--- src/rtl/ilk_pkg.sv ---
package ilk_pkg;

  typedef enum logic [2:0] {
    CLS_INT  = 3'd0,
    CLS_BR   = 3'd1,
    CLS_LD   = 3'd2,
    CLS_ST   = 3'd3,
    CLS_FP   = 3'd4,
    CLS_NOP  = 3'd5,
    CLS_RSV6 = 3'd6,
    CLS_RSV7 = 3'd7
  } cls_e;

  function automatic logic cls_writes(cls_e c);
    return (c == CLS_INT) || (c == CLS_LD) || (c == CLS_FP);
  endfunction

  function automatic logic cls_reads(cls_e c);
    return (c == CLS_INT) || (c == CLS_BR) || (c == CLS_LD) ||
           (c == CLS_ST) || (c == CLS_FP);
  endfunction

endpackage

--- src/rtl/ilk_lat_table.sv ---
module ilk_lat_table
  import ilk_pkg::*;
#(
  parameter int LAT_FP_FP   = 3,
  parameter int LAT_FP_ST   = 2,
  parameter int LAT_LD_FP   = 1,
  parameter int LAT_LD_ST   = 0,
  parameter int LAT_INT_INT = 0,
  parameter int CNT_W       = 2
) (
  input  cls_e             prod_i,
  output logic [CNT_W-1:0] need_fp_o,
  output logic [CNT_W-1:0] need_st_o
);

  // fp column: any non-store consumer; st column: store consumer
  always_comb begin
    case (prod_i)
      CLS_FP: begin
        need_fp_o = CNT_W'(LAT_FP_FP);
        need_st_o = CNT_W'(LAT_FP_ST);
      end
      CLS_LD: begin
        need_fp_o = CNT_W'(LAT_LD_FP);
        need_st_o = CNT_W'(LAT_LD_ST);
      end
      CLS_INT: begin
        need_fp_o = CNT_W'(LAT_INT_INT);
        need_st_o = CNT_W'(LAT_INT_INT);
      end
      default: begin
        need_fp_o = '0;
        need_st_o = '0;
      end
    endcase
  end

endmodule

--- src/rtl/ilk_alloc.sv ---
module ilk_alloc #(
  parameter int DEPTH = 3
) (
  input  logic             req_i,
  input  logic [DEPTH-1:0] free_i,
  output logic [DEPTH-1:0] grant_o,
  output logic             room_o
);

  assign room_o = |free_i;

  // lowest free slot wins
  for (genvar i = 0; i < DEPTH; i++) begin : g_pick
    if (i == 0) begin : g_first
      assign grant_o[i] = req_i & free_i[i];
    end else begin : g_rest
      assign grant_o[i] = req_i & free_i[i] & ~(|free_i[i-1:0]);
    end
  end

endmodule

--- src/rtl/ilk_hist_entry.sv ---
module ilk_hist_entry
  import ilk_pkg::*;
#(
  parameter int LAT_FP_FP   = 3,
  parameter int LAT_FP_ST   = 2,
  parameter int LAT_LD_FP   = 1,
  parameter int LAT_LD_ST   = 0,
  parameter int LAT_INT_INT = 0,
  parameter int REG_W       = 5,
  parameter int CNT_W       = 2
) (
  input  logic             clk_i,
  input  logic             rst_ni,
  input  logic             alloc_i,
  input  logic             kill_i,
  input  cls_e             new_cls_i,
  input  logic             new_fp_i,
  input  logic [REG_W-1:0] new_idx_i,
  input  logic [CNT_W-1:0] new_cnt_i,
  input  logic             qa_en_i,
  input  logic             qa_fp_i,
  input  logic [REG_W-1:0] qa_idx_i,
  input  logic             qb_en_i,
  input  logic             qb_fp_i,
  input  logic [REG_W-1:0] qb_idx_i,
  input  logic             q_st_i,
  output logic             hit_o,
  output logic             free_o
);

  localparam logic [CNT_W-1:0] ONE = CNT_W'(1);

  cls_e             cls_q;
  logic             fp_q;
  logic [REG_W-1:0] idx_q;
  logic [CNT_W-1:0] cnt_q;

  logic [CNT_W-1:0] need_fp, need_st, need, span;
  logic             live, match_a, match_b, same_dst;

  ilk_lat_table #(
    .LAT_FP_FP  (LAT_FP_FP),
    .LAT_FP_ST  (LAT_FP_ST),
    .LAT_LD_FP  (LAT_LD_FP),
    .LAT_LD_ST  (LAT_LD_ST),
    .LAT_INT_INT(LAT_INT_INT),
    .CNT_W      (CNT_W)
  ) u_tab (
    .prod_i   (cls_q),
    .need_fp_o(need_fp),
    .need_st_o(need_st)
  );

  assign need     = q_st_i ? need_st : need_fp;
  assign span     = (need_fp > need_st) ? need_fp : need_st;
  assign live     = (cnt_q != '0);
  assign match_a  = qa_en_i && (qa_fp_i == fp_q) && (qa_idx_i == idx_q);
  assign match_b  = qb_en_i && (qb_fp_i == fp_q) && (qb_idx_i == idx_q);
  assign same_dst = kill_i && (new_fp_i == fp_q) && (new_idx_i == idx_q);

  // counter starts at the producer's longest wait; slack = span - need
  assign hit_o  = live && (match_a || match_b) &&
                  (({1'b0, cnt_q} + {1'b0, need}) > {1'b0, span});
  // reusable at the coming edge
  assign free_o = (cnt_q <= ONE);

  always_ff @(posedge clk_i or negedge rst_ni) begin
    if (!rst_ni) begin
      cls_q <= CLS_NOP;
      fp_q  <= 1'b0;
      idx_q <= '0;
      cnt_q <= '0;
    end else if (alloc_i) begin
      cls_q <= new_cls_i;
      fp_q  <= new_fp_i;
      idx_q <= new_idx_i;
      cnt_q <= new_cnt_i;
    end else if (same_dst) begin
      cnt_q <= '0;
    end else if (live) begin
      cnt_q <= cnt_q - ONE;
    end
  end

  p_cnt_bound_r9: assert property (@(posedge clk_i) disable iff (!rst_ni)
    cnt_q <= span);

  p_countdown_r9: assert property (@(posedge clk_i) disable iff (!rst_ni)
    (live && !alloc_i && !same_dst) |=> (cnt_q == $past(cnt_q) - ONE));

  p_waw_drop_r10: assert property (@(posedge clk_i) disable iff (!rst_ni)
    (same_dst && !alloc_i) |=> (cnt_q == '0));

  p_no_int_zero_r8: assert property (@(posedge clk_i) disable iff (!rst_ni)
    live |-> (fp_q || (idx_q != '0)));

endmodule

--- src/rtl/ilk_interlock.sv ---
module ilk_interlock
  import ilk_pkg::*;
#(
  parameter int NUM_REGS    = 32,
  parameter int HIST_DEPTH  = 3,
  parameter int LAT_FP_FP   = 3,
  parameter int LAT_FP_ST   = 2,
  parameter int LAT_LD_FP   = 1,
  parameter int LAT_LD_ST   = 0,
  parameter int LAT_INT_INT = 0,
  localparam int REG_W      = $clog2(NUM_REGS)
) (
  input  logic             clk_i,
  input  logic             rst_ni,
  input  logic             valid_i,
  input  logic [2:0]       cls_i,
  input  logic             dst_en_i,
  input  logic             dst_fp_i,
  input  logic [REG_W-1:0] dst_idx_i,
  input  logic             src_a_en_i,
  input  logic             src_a_fp_i,
  input  logic [REG_W-1:0] src_a_idx_i,
  input  logic             src_b_en_i,
  input  logic             src_b_fp_i,
  input  logic [REG_W-1:0] src_b_idx_i,
  output logic             stall_o,
  output logic             issue_o
);

  localparam int M1      = (LAT_FP_FP > LAT_FP_ST) ? LAT_FP_FP : LAT_FP_ST;
  localparam int M2      = (LAT_LD_FP > LAT_LD_ST) ? LAT_LD_FP : LAT_LD_ST;
  localparam int M3      = (M1 > M2) ? M1 : M2;
  localparam int MAX_LAT = (M3 > LAT_INT_INT) ? M3 : LAT_INT_INT;
  localparam int CNT_W   = (MAX_LAT < 1) ? 1 : $clog2(MAX_LAT + 1);

  cls_e cls;
  assign cls = cls_e'(cls_i);

  logic use_a, use_b, cons_st, hazard, wr, alloc_req, room;
  logic [CNT_W-1:0] new_fp, new_st, new_span;
  logic [HIST_DEPTH-1:0] hit, free, grant;

  // int r0 is never a dependence
  assign use_a   = cls_reads(cls) && src_a_en_i && (src_a_fp_i || (src_a_idx_i != '0));
  assign use_b   = cls_reads(cls) && src_b_en_i && (src_b_fp_i || (src_b_idx_i != '0));
  assign cons_st = (cls == CLS_ST);

  assign hazard  = |hit;
  assign stall_o = valid_i && hazard;
  assign issue_o = valid_i && !hazard;

  ilk_lat_table #(
    .LAT_FP_FP  (LAT_FP_FP),
    .LAT_FP_ST  (LAT_FP_ST),
    .LAT_LD_FP  (LAT_LD_FP),
    .LAT_LD_ST  (LAT_LD_ST),
    .LAT_INT_INT(LAT_INT_INT),
    .CNT_W      (CNT_W)
  ) u_new_tab (
    .prod_i   (cls),
    .need_fp_o(new_fp),
    .need_st_o(new_st)
  );

  assign new_span  = (new_fp > new_st) ? new_fp : new_st;
  assign wr        = issue_o && cls_writes(cls) && dst_en_i &&
                     (dst_fp_i || (dst_idx_i != '0));
  assign alloc_req = wr && (new_span != '0);

  ilk_alloc #(
    .DEPTH(HIST_DEPTH)
  ) u_alloc (
    .req_i  (alloc_req),
    .free_i (free),
    .grant_o(grant),
    .room_o (room)
  );

  for (genvar i = 0; i < HIST_DEPTH; i++) begin : g_hist
    ilk_hist_entry #(
      .LAT_FP_FP  (LAT_FP_FP),
      .LAT_FP_ST  (LAT_FP_ST),
      .LAT_LD_FP  (LAT_LD_FP),
      .LAT_LD_ST  (LAT_LD_ST),
      .LAT_INT_INT(LAT_INT_INT),
      .REG_W      (REG_W),
      .CNT_W      (CNT_W)
    ) u_ent (
      .clk_i    (clk_i),
      .rst_ni   (rst_ni),
      .alloc_i  (grant[i]),
      .kill_i   (wr),
      .new_cls_i(cls),
      .new_fp_i (dst_fp_i),
      .new_idx_i(dst_idx_i),
      .new_cnt_i(new_span),
      .qa_en_i  (use_a),
      .qa_fp_i  (src_a_fp_i),
      .qa_idx_i (src_a_idx_i),
      .qb_en_i  (use_b),
      .qb_fp_i  (src_b_fp_i),
      .qb_idx_i (src_b_idx_i),
      .q_st_i   (cons_st),
      .hit_o    (hit[i]),
      .free_o   (free[i])
    );
  end

  p_alloc_room_r9: assert property (@(posedge clk_i) disable iff (!rst_ni)
    alloc_req |-> room);

  p_nop_quiet_r12: assert property (@(posedge clk_i) disable iff (!rst_ni)
    (valid_i && (cls == CLS_NOP)) |-> !stall_o);

  p_single_grant_r9: assert property (@(posedge clk_i) disable iff (!rst_ni)
    $onehot0(grant));

endmodule

--- config.mk ---
export PLATFORM = sky130hd
export DESIGN_NAME = ilk_interlock
export DESIGN_NICKNAME = d
export VERILOG_FILES = /design/src/rtl/ilk_pkg.sv /design/src/rtl/ilk_lat_table.sv /design/src/rtl/ilk_alloc.sv /design/src/rtl/ilk_hist_entry.sv /design/src/rtl/ilk_interlock.sv
export SDC_FILE = /design/constraint.sdc
export NUM_CORES = 1
export LEC_CHECK = 0
export BUFFER_PORTS_ARGS = -buffer_cell sky130_fd_sc_hd__buf_2
export CORE_ASPECT_RATIO = 0.8
export CORE_MARGIN = 2
export CORE_UTILIZATION = 65
export DETAILED_ROUTE_END_ITERATION = 8
export PLACE_DENSITY = 0.86
export SLEW_MARGIN = 5
export SYNTH_ARGS = -nofsm -noshare
export SYNTH_HDL_FRONTEND = slang
export SYNTH_HIERARCHICAL = 1
export SYNTH_SLANG_ARGS = --single-unit
--- constraint.sdc ---
create_clock -name clk_i -period 7.32 [get_ports clk_i]
set_input_delay 0.732 -clock clk_i [delete_from_list [all_inputs] [get_ports clk_i]]
set_output_delay 0.732 -clock clk_i [all_outputs]
set_load 0.01 [all_outputs]
# Word-level counts from Yosys, hierarchy flattened

Cells that the tools add are included.

Bits in registers: 33
Output and inout bits: 2

Add/subtract/negate cells: 6
Order comparisons: 10
Equality and inequality tests: 28
Multiplexer cells: 24
Bitwise logic cells: 7
Reduce and logical (&&, ||, !) cells: 60

Operator list:

| cell                                                | count |
|---|---|
| equality test 5 bit                                 | 9 |
| 2-to-1 mux 2 bit                                    | 20 |
| logical AND 1 bit                                   | 34 |
| one-hot mux 2 bit (2 select lines)                  | 4 |
| equality test 3 x 2 -> 1 bit, second input constant | 5 |
| nonzero test 5 bit                                  | 3 |
| equality test 3 bit, second input constant          | 4 |
| logical OR 1 bit                                    | 12 |
| adder 2 x 2 -> 3 bit                                | 3 |
| equality test 1 bit                                 | 9 |
| greater-than comparator 3 x 2 -> 1 bit              | 3 |
| nonzero test 3 bit                                  | 3 |
| greater-than comparator 2 bit                       | 4 |
| nonzero test 2 bit                                  | 4 |
| <= comparator 2 x 1 -> 1 bit, second input constant | 3 |
| subtractor 2 x 1 -> 2 bit, second input constant    | 3 |
| bitwise AND 1 bit                                   | 5 |
| equality test 3 x 1 -> 1 bit, second input constant | 1 |
| logical NOT 3 bit                                   | 1 |
| OR reduction 3 bit                                  | 1 |
| NOT 1 bit                                           | 2 |
| OR reduction 2 bit                                  | 1 |
| logical NOT 1 bit                                   | 1 |

# Logic depth before layout (Yosys ltp)

Gate-level depths: netlist of run 1.

Depth after elaboration: 22
Mapped depth: 21
Depth with buffers taken out: 20

# Cells and area by module

The synthesis of run 1 kept the hierarchy.

By module, submodules not included:

| module         | instances | cells each | area an instance (um^2) | seq. area each (um^2) |
|---|---|---|---|---|
| ilk_hist_entry | 3         | 84         | 864.6                   | 277.8 |
| ilk_interlock  | 1         | 28         | 181.4                   | 0.0 |
| ilk_lat_table  | 4         | 6          | 38.8                    | 0.0 |
| ilk_alloc      | 1         | 4          | 35.0                    | 0.0 |

# Least setup slack after synthesis of run 1

No wires, ideal clock.

Path type: in2reg
From: input cls_i[0]
To: register g_hist[2].u_ent.cls_q[1]
Data arrival time: 4,313 ps
Required time: 7,193 ps
Setup slack: 2,880 ps
Stages on the path: 17
Path buffers: 1
Cells stage by stage: nand2_1 -> nor2_1 -> o21ai_0 -> ha_1 -> fa_1 -> ha_1 -> nor2b_1 -> a2bb2oi_1 -> nor2_1 -> a211oi_2 -> nor3_1 -> and2_1 -> and3_1 -> o21a_1 -> and4bb_2 -> buf_1 -> mux2_1

Elaborated cells on any way between the ends: 59

RTL lines:

| item                                                         | line                 | source |
|---|---|---|
| from (decl)                                                  | ilk_interlock.sv:16  | `input logic [2:0] cls_i,` |
| equality test 3 x 2 -> 1 bit (*)                             | ilk_interlock.sv:46  | `assign cons_st = (cls == CLS_ST);` |
| net cons_st                                                  | ilk_interlock.sv:39  | `logic use_a, use_b, cons_st, hazard, wr, alloc_req, room;` |
| branches (longest 8 deep; another with adder 2 x 2 -> 3 bit) | --                   |  |
| logical AND 1 bit (*)                                        | ilk_hist_entry.sv:62 | `assign hit_o = live && (match_a \|\| match_b) &&` |
| net hit[1]                                                   | ilk_interlock.sv:41  | `logic [HIST_DEPTH-1:0] hit, free, grant;` |
| OR reduction 3 bit (*)                                       | ilk_interlock.sv:48  | `assign hazard = \|hit;` |
| logical NOT 1 bit (*)                                        | ilk_interlock.sv:50  | `assign issue_o = valid_i && !hazard;` |
| logical AND 1 bit (*)                                        | ilk_interlock.sv:50  |  |
| net issue_o                                                  | ilk_interlock.sv:27  | `output logic issue_o` |
| logical AND 1 bit (*) (3 in series)                          | ilk_interlock.sv:66  | `assign wr = issue_o && cls_writes(cls) && dst_en_i &&` |
| net wr                                                       | ilk_interlock.sv:39  |  |
| logical AND 1 bit (*)                                        | ilk_interlock.sv:68  | `assign alloc_req = wr && (new_span != '0);` |
| net alloc_req                                                | ilk_interlock.sv:39  |  |
| bitwise AND 1 bit (*) (2 in series)                          | ilk_alloc.sv:17      | `assign grant_o[i] = req_i & free_i[i] & ~(\|free_i[i-1:0]);` |
| net grant[2]                                                 | ilk_interlock.sv:41  |  |
| to (signal assigned)                                         | ilk_hist_entry.sv:74 | `cls_q <= new_cls_i;` |
| to (decl)                                                    | ilk_hist_entry.sv:33 | `cls_e cls_q;` |

Mark *: on every way through the listed nets, which the timed path passes.
A chain may end at the register's enable or synchronous reset.

# Worst setup path in the final report of run 1

From: input cls_i[1]
To: register g_hist[2].u_ent.fp_q

Elaborated cells on any way between the ends: 59

RTL lines:

| item                                                         | line                 | source |
|---|---|---|
| equality test 3 x 2 -> 1 bit (*)                             | ilk_interlock.sv:46  |  |
| net cons_st                                                  | ilk_interlock.sv:39  |  |
| branches (longest 8 deep; another with adder 2 x 2 -> 3 bit) | --                   |  |
| logical AND 1 bit (*)                                        | ilk_hist_entry.sv:62 |  |
| net hit[1]                                                   | ilk_interlock.sv:41  |  |
| OR reduction 3 bit (*)                                       | ilk_interlock.sv:48  |  |
| logical NOT 1 bit (*)                                        | ilk_interlock.sv:50  |  |
| logical AND 1 bit (*)                                        | ilk_interlock.sv:50  |  |
| logical AND 1 bit (*) (3 in series)                          | ilk_interlock.sv:66  |  |
| net wr                                                       | ilk_interlock.sv:39  |  |
| logical AND 1 bit (*)                                        | ilk_interlock.sv:68  |  |
| net alloc_req                                                | ilk_interlock.sv:39  |  |
| bitwise AND 1 bit (*) (2 in series)                          | ilk_alloc.sv:17      |  |
| net grant[2]                                                 | ilk_interlock.sv:41  |  |
| to (signal assigned)                                         | ilk_hist_entry.sv:75 | `fp_q <= new_fp_i;` |
| to (decl)                                                    | ilk_hist_entry.sv:34 | `logic fp_q;` |

Marked as above.

==> results of run 1 <==
[placed cells by master, fill, tap and decap left out, drive strengths merged, types with 4 or more instances in the layout]
| cell type | instances |
|---|---|
| a21oi | 7 |
| buf | 28 |
| nor2b | 4 |
| o31ai | 6 |
| nand4 | 9 |
| xor2 | 30 |
| mux2 | 27 |
| nand2b | 4 |
| conb | 4 |
| o21ai | 7 |
| xnor2 | 31 |
| dfstp | 6 |
| inv | 29 |
| a211oi | 4 |
| dfrtp | 27 |
| nor3b | 8 |
| ha | 27 |
| clkbuf | 6 |
| nand2 | 14 |
| nor4 | 4 |
| or4 | 8 |
| nor2 | 18 |
[how the worst max path moves through the flow]
stage | start | to | slack [ns] | depth (start not counted)
6_report | cls_i[1] | g_hist[2].u_ent/fp_q$_DFFE_PN0P_ | 2.51 | 17
4_1_cts | cls_i[1] | g_hist[0].u_ent/fp_q$_DFFE_PN0P_ | 2.55 | 17
5_1_grt | cls_i[1] | g_hist[0].u_ent/fp_q$_DFFE_PN0P_ | 2.23 | 17
3_5_place_dp | cls_i[1] | g_hist[0].u_ent/fp_q$_DFFE_PN0P_ | 2.36 | 17
2_1_floorplan | cls_i[0] | g_hist[2].u_ent/cls_q[1]$_DFFE_PN0P_ | 2.88 | 17
3_3_place_gp | cls_i[1] | g_hist[0].u_ent/idx_q[0]$_DFFE_PN0P_ | 2.55 | 17
[registers in the layout (all words and copies together), names as in the netlist]
signal	count
g_hist.u_ent/fp_q	3
g_hist.u_ent/cnt_q	6
g_hist.u_ent/cls_q	9
g_hist.u_ent/idx_q	15
[where the power goes]
| part | leakage (nW) | switching [mW] | internal, mW |
|---|---|---|---|
| Combinational | 0.998 | 0.403 | 0.402 |
| Sequential | 0.405 | 0.139 | 0.283 |
| Clock | 0.0574 | 0.0702 | 0.111 |
[per-layer routing]
metal / global-route usage, % / part of all wire (%) / up-vias / wire length, µm
li1: - / - / 1116 / -
met1: 45.25 / 45 / 1161 / 3219
met2: 46.74 / 46 / 96 / 3298
met3: 8.475 / 8.3 / 11 / 596
met4: 8.836 / 1.4 / 0 / 99
met5: 0 / 0 / - / 0
[layout make-up]
cell class	count	area [µm²]
Timing Repair Buffer	28	140.1
Clock inverter	2	37.54
Clock buffer	6	82.58
Inverter	29	108.9
Tap cell	57	71.32
Fill cell	302	1033
Sequential cell	33	833.3
Multi-Input combinational cell	238	1976
[through the flow]
step,utilization (%),worst slack (ns)
6_report,75.87,2.511
5_1_grt,75.87,2.225
4_1_cts,75.87,2.554
3_5_place_dp,73.06,2.364
3_3_place_gp,73.06,2.552
2_1_floorplan,-,2.880
==> results, run 1 <==
- Of the available clock period, the critical path in the final layout requires about two thirds.
- Measured against its own limit, the worst slew margin works out to 48.84%.
- The number of global-route vias before repair is ~2,400.
- Clock tree synthesis inserted a total of 5 buffers.
- The critical register-to-register path endpoint is g_hist[2].u_ent/fp_q$_DFFE_PN0P_.
- The critical setup path kind is input pin to register.
- Across every metal layer, demand over resource in global routing totals 31.56%.
- The startpoint identified for the worst register-to-register timing path is g_hist[1].u_ent/cls_q[2]$_DFFE_PN1P_.
- Setup repair after global routing left no endpoint under its margin.
- The required time reported for the critical path endpoint is 7.49 ns.
- The initial core utilization is 69.09%.
- The die covers 5112 µm².
- The H-tree depth reported by CTS is 2.
- The final-layout setup total negative slack is 0 ns.
- The signal on the critical path passes through buf_2 > nand2_1 > nor2_1 > o21ai_0 > ha_1 > fa_1 > ha_1 > nor2b_1 > a2bb2oi_1 > nor2_1 > a211oi_2 > nor3_1 > and2_1 > and3_1 > o21a_1 > and4bb_2 > mux2_1.
- The total inserted antenna cells is 0.
- STA classifies the critical path startpoint as an input pin.
- The number of max-cap violations is 0.
- Counting along the longest clock path gives a buffer depth of 2.
- Setup slack on the worst reg-to-reg path comes out at 2.87 ns.
- The maximum fanout count along the critical path is 13.
- Entering global routing, the biggest net connects 34 pins.
- Counting I/O delays and the setup requirement, the final critical path takes 4.809 ns.
- The highest-delay cell along the critical path is sky130_fd_sc_hd__nor2_1.
- The core region is 4283 µm².
- TritonCTS built the clock tree.
- The class of the worst hold path is input pin to async pin.
- The worst setup path is captured at a register.
- The number of placed instances, taps included, is 385.
- The overall power is 1.408 mW.
- For this run the aggregate overflow at the end of global routing stands at 0.
- The arrival time at the worst endpoint is slightly below 5 ns.
- The detailed-routing iteration count for the pre-antenna-repair pass is 4.
- The detailed router placed 2,384 vias in this run.
- The synthesized netlist net count is 364.
- After detailed routing, the total wire length is 7213 µm.
- In the synthesized netlist, the number of instances is 307.
- Each instance of the synthesized netlist takes up on average 9.639 µm².
- The HPWL reported at the end of detailed placement is 5570 µm.
- The chip width is around 80 µm.
- The area added between synthesis and finish is 9.810%.
- In the routed design, unresolved DRC markers number 0.
- For this design, the sink count on the clock tree is 33.
- The initial antenna violation count was 0.
- The clock transition at the registers of the reported paths is 0.07 ns.
- The clock root buffer is sky130_fd_sc_hd__clkbuf_8.
- VDD sags by at most 0.3253 mV.
- Of the cells placed in the final design, the portion with a size suffix greater than 1 is between 10% and 20%.
- The Yosys step of the flow raised 6 warnings.
- The count of port buffers added during placement is 28.
- The post-layout instance count excluding filler cells is 393.
- Summing all placed instances gives a cell area of between 3000 and 4000 µm².
- The average wire length per cell after detail routing is 18.35 µm.
- At the pin with the least slew margin, the transition time is 0.7674 ns.
- After detailed routing, the number of vias per cell comes to 6.066.
- For this design the ratio of total power to cell area is around 430 nW/µm².
- The number of ports placed on the die boundary is 29.
- On the final layout, the worst clock skew is 0.006645 ns.
- Timing would allow up to just over 0.2 GHz.
- The number of nets at the end of the flow is 392.
- The flow ran to the end, and the final reports show no timing, DRC or antenna violations.
- The mapped netlist covers 2959 µm².
- The number of pins with negative max-slew slack in the final report was 0.
- Setup violations remaining at the end of the flow were counted as 0.
- Across all hold checks on the routed design, the worst slack comes to 0.5073 ns.
- The post-route antenna net violation count is 0.
- The leakage power figure is 1.461 nW.
- The sum of buffers and inverters on the critical path is 1.
- The first global-routing pass estimated 12,140 µm of wire.
- The worst-skew pair later-pin latency is 0.29 ns.
- In this design, the stage delay of the slowest critical-path cell is 0.51 ns.
- The placer congestion estimate is slightly below 1.
- The top cell family by delay on the critical path is simple AND/OR/NAND/NOR gates.
- The vertical die dimension is 64.35 µm.
- The count of final hold-check violations is 0.
- The number of design-rule violations left by the first detailed-router iteration is ~230.
- The post-route standard cell area excluding fillers is 3249 µm².
- Buffers inserted to repair hold after CTS numbered 0.
- Once the clock tree was built, the setup fixing pass inserted 0 buffers.
- After clock tree synthesis, the repair step resized 0 gates.
- The worst reg-to-reg path cell count is 17.
- The floorplan has 21 rows.
Note: power is estimated with default switching activity, not from simulation.
==> inputs of run 2 (changes only) <==
--- a/config.mk
+++ b/config.mk
@@ -8,9 +8,9 @@
 export BUFFER_PORTS_ARGS = -buffer_cell sky130_fd_sc_hd__buf_2
 export CORE_ASPECT_RATIO = 0.8
 export CORE_MARGIN = 2
-export CORE_UTILIZATION = 65
+export CORE_UTILIZATION = 54
 export DETAILED_ROUTE_END_ITERATION = 8
-export PLACE_DENSITY = 0.86
+export PLACE_DENSITY = 0.77
 export SLEW_MARGIN = 5
 export SYNTH_ARGS = -nofsm -noshare
 export SYNTH_HDL_FRONTEND = slang
==> constraint.sdc (replaced) <==
create_clock -name clk_i -period 4 [get_ports clk_i]
set_input_delay 0.4 -clock clk_i [delete_from_list [all_inputs] [get_ports clk_i]]
set_output_delay 0.4 -clock clk_i [all_outputs]
set_load 0.01 [all_outputs]
==> results, run 2 (synthesis gave the netlist of run 1 again) <==
- Result of the run: complete, no violations (unchanged).
- The post-route standard cell area excluding fillers was 3522 µm² (was 3249 µm²).
- The clock tree buffer depth is 2 (unchanged).
- The area added between synthesis and finish is 19.03% (was 9.810%).
- The count of final hold-check violations came to 0 (unchanged).
- The highest attainable clock frequency is 0.2597 GHz.
- The clock root buffer was sky130_fd_sc_hd__clkbuf_8 (unchanged).
- The maximum number of pins on one net before global-route repair is 34 (unchanged).
- The launching element of the worst setup path was g_hist[1].u_ent/cls_q[2]$_DFFE_PN1P_ (was cls_i[1]).
- The vertical die dimension is 70.21 µm (was 64.35 µm).
- The worst-skew pair later-pin latency came to 0.29 ns (about the same).
- The multi-input logic area is 2117 µm² (was 1976 µm²).
- The relative slew slack is 49.67% (was 48.84%).
- The area of the die is 6092 µm² (was 5112 µm²).
- The instance area at placement was 3252 µm² (was 3129 µm²).
- The leakage power figure is 1.581 nW (was 1.461 nW).
- The via count is 2,411 (was 2,384).
- The critical register-to-register path endpoint is g_hist[1].u_ent/cnt_q[0]$_DFFE_PN0P_ (was g_hist[2].u_ent/fp_q$_DFFE_PN0P_).
- The global-route wire length before repair is 11,760 µm (was 12,140 µm).
- The post-layout instance count excluding filler cells is 420 (was 393).
- The worst reg-to-reg path cell count came to 18 (was 17).
- The number of cells on the critical path is 18 (was 17).
- The launching point of the worst reg2reg path is g_hist[1].u_ent/cls_q[2]$_DFFE_PN1P_ (unchanged).
- The number of design-rule violations left by the first detailed-router iteration is 158 (was 229).
- Largest registers in the final layout: g_hist.u_ent/idx_q x15, g_hist.u_ent/cls_q x9, g_hist.u_ent/cnt_q x6 (unchanged).
- The maximum fanout count along the critical path came to 5 (was 13).
- The worst path in the final design needs a cycle of approximately 3.9 ns, including I/O delays and setup.
- In the finished design, the share of the clock period the worst path needs comes to 96.28%.
- The number of placement rows is 24 (was 21).
- The total inserted antenna cells is 0 (unchanged).
- The fraction of layout instances using a drive strength above 1 is 25.92% (was 13.99%).
- The number of nets at the end of the flow is 411 (was 392).
- The maximum ir drop on the vdd rail is 0.2813 mV (was 0.3253 mV).
- The ratio of routed vias to standard cells is 5.740 (was 6.066).
- The highest-delay cell along the critical path is sky130_fd_sc_hd__dfstp_2 (was sky130_fd_sc_hd__nor2_1).
- The global router's overall resource usage is 25.03% (was 31.56%).
- The flip-flop count of the largest register after layout is 15 (unchanged).
- The total of hold buffers inserted after clock tree synthesis is 0 (unchanged).
- Most used cells in the layout excluding fill and tap cells: 31 x sky130_fd_sc_hd__xnor2_1, 30 x sky130_fd_sc_hd__xor2_1, 28 x sky130_fd_sc_hd__inv_1, 28 x sky130_fd_sc_hd__buf_2, 27 x sky130_fd_sc_hd__dfrtp_1 (was 31 x sky130_fd_sc_hd__xnor2_1, 30 x sky130_fd_sc_hd__xor2_1, 29 x sky130_fd_sc_hd__inv_1).
- The number of buffers inserted during clock tree synthesis was 5 (unchanged).
- The required time reported for the critical path endpoint is 4.17 ns (was 7.49 ns).
- The number of max-cap violations is 0 (unchanged).
- The kind of end point of the critical path is a register (unchanged).
- The power per standard cell area is 771.6 nW/µm² (was 433.3 nW/µm²).
- The routed wire length is 7247 µm (was 7213 µm).
- The placer congestion estimate came to 0.8695 (was 0.9882).
- The placeable core area is 5375 µm² (was 4283 µm²).
- The clock transition at the registers of the reported paths came to 0.07 ns (about the same).
- The count of port buffers added during placement is 28 (unchanged).
- The H-tree depth reported by CTS is 2 (unchanged).
- The post-route clock skew is 0.007597 ns (was 0.006645 ns).
- The detailed-routing iteration count for the pre-antenna-repair pass is 4 (unchanged).
- The total of endpoints with negative setup slack in the final report is 0 (unchanged).
- The placement-stage worst setup slack came to -0.1156 ns (was 2.364 ns).
- The sum of buffers and inverters on the critical path came to 2 (was 1).
- The number of global-route vias before repair is 2,413 (was 2,395).
- The register area was 833.3 µm² (unchanged).
- The transition time at the pin with the least slew margin is 0.7550 ns (was 0.7674 ns).
- The clock tree from TritonCTS is done (unchanged).
- The fill cell total of the finished layout is 436 (was 302).
- The initial antenna violation count came to 0 (unchanged).
- The HPWL reported at the end of detailed placement is 5476 µm (was 5570 µm).
- The clock net sink count came to 33 (unchanged).
- The register with the most flip-flops is g_hist.u_ent/idx_q (unchanged).
- The chip width is 86.77 µm (was 79.44 µm).
- The number of ports placed on the die boundary is 29 (unchanged).
- The leading cell type in the layout, fill and taps excluded is sky130_fd_sc_hd__xnor2_1 (unchanged).
- The critical path capture point is g_hist[1].u_ent/cnt_q[0]$_DFFE_PN0P_ (was g_hist[2].u_ent/fp_q$_DFFE_PN0P_).
- The startpoint class of the critical path is a register (was input pin).
- The critical setup path kind is register to register (was input pin to register).
- The slack of the critical path is 0.1489 ns (was 2.511 ns).
- The slack of the worst reg-to-reg path is 0.15 ns (was 2.87 ns).
- The number of pins with negative max-slew slack in the final report is 0 (unchanged).
- The top cell family by delay on the critical path is simple AND/OR/NAND/NOR gates (unchanged).
- The initial core utilization was 55.05% (was 69.09%).
- The leftover overflow at the end of global routing is 0 (unchanged).
- The instance count after placement with tap cells included is 406 (was 385).
- The final routed DRC violation total is 0 (unchanged).
- The average wire length per cell after detail routing is 17.25 µm (was 18.35 µm).
- The class of the worst hold path is input pin to async pin (unchanged).
- The overall power is 2.718 mW (was 1.408 mW).
- The arrival time at the worst endpoint is 4.03 ns (was 4.97 ns).
- The post-route antenna net violation count is 0 (unchanged).
- CP cell instances: xnor2_1 > nor2_2 > inv_2 > o21ai_2 > ha_2 > fa_1 > ha_1 > nor2b_1 > a2bb2oi_1 > nor2_1 > a211oi_2 > nor3_2 > and2_4 > and3_4 > o21a_4 > and3b_2 > buf_4 > o31ai_1 (was buf_2 > nand2_1 > nor2_1 > o21ai_0 > ha_1 > fa_1 > ha_1 > nor2b_1 > a2bb2oi_1 > nor2_1 > a211oi_2 > nor3_1 > and2_1 > and3_1 > o21a_1 > and4bb_2 > mux2_1).
- The delay of the slowest cell on the worst path was 0.55 ns (was 0.51 ns).
run 2: cell types whose count changed in the layout (fill, tap and decap cells not counted), sizes merged:
| cell | delta |
|---|---|
| clkinv | +1 |
| bufinv | -1 |
| buf | +17 |
| clkinvlp | -1 |
| and3b | +1 |
| clkbuf | +1 |
| and4bb | +1 |
run 2: worst min-delay path by stage:
stage / from / slack [ns] / cells past startpoint / end
after floorplan: rst_ni / 0.10 / 0 / g_hist[0].u_ent/cls_q[1]$_DFFE_PN0P_
after global placement: rst_ni / 0.50 / 1 / g_hist[0].u_ent/idx_q[4]$_DFFE_PN0P_
after detailed placement: rst_ni / 0.51 / 1 / g_hist[0].u_ent/idx_q[1]$_DFFE_PN0P_
after CTS: rst_ni / 0.20 / 1 / g_hist[0].u_ent/idx_q[1]$_DFFE_PN0P_
after global routing: rst_ni / 0.21 / 1 / g_hist[0].u_ent/idx_q[2]$_DFFE_PN0P_
final: rst_ni / 0.18 / 1 / g_hist[0].u_ent/idx_q[2]$_DFFE_PN0P_
run 2: stage by stage:
stage | setup TNS, ns | hold WS (ns) | utilization [%]
floorplan | 0 | 0.1044 | -
global placement | 0 | 0.4969 | 60.50
detailed placement | -0.9212 | 0.5138 | 60.50
CTS | 0 | 0.2030 | 63.13
global route | -0.2262 | 0.2142 | 65.53
finish | 0 | 0.1754 | 65.53
run 2: area by class of cell:
type                       instances  area share (%)
clock inverter                     1          0.1421
timing repair buffer              45           7.957
tap                               65           2.309
inverter                          29           3.091
clock buffer                       7           2.735
multi-input combinational        240           60.11
sequential                        33           23.66
run 2: power breakdown:
part	switching (mW)	leakage (nW)	internal [mW]
sequential	0.250	0.405	0.518
clock	0.121	0.0542	0.155
combinational	0.799	1.12	0.874
run 2: what timing repair did:
action / 4_1_cts / 5_1_grt
buffers inserted: 1 / 3
pin swaps: 2 / 11
gates cloned: 2 / 0
resized for setup: 3 / 29
endpoints found under the setup margin: 18 / 35
run 2: layer usage:
layer	vias to the layer above	part of all wire, %	wire length [µm]	track usage (%)
met2	68	48	3462	40.68
li1	1154	-	-	-
met5	-	0	0	0
met1	1178	45	3257	33.68
met3	11	5.7	410	4.965
met4	0	1.6	116	7.465
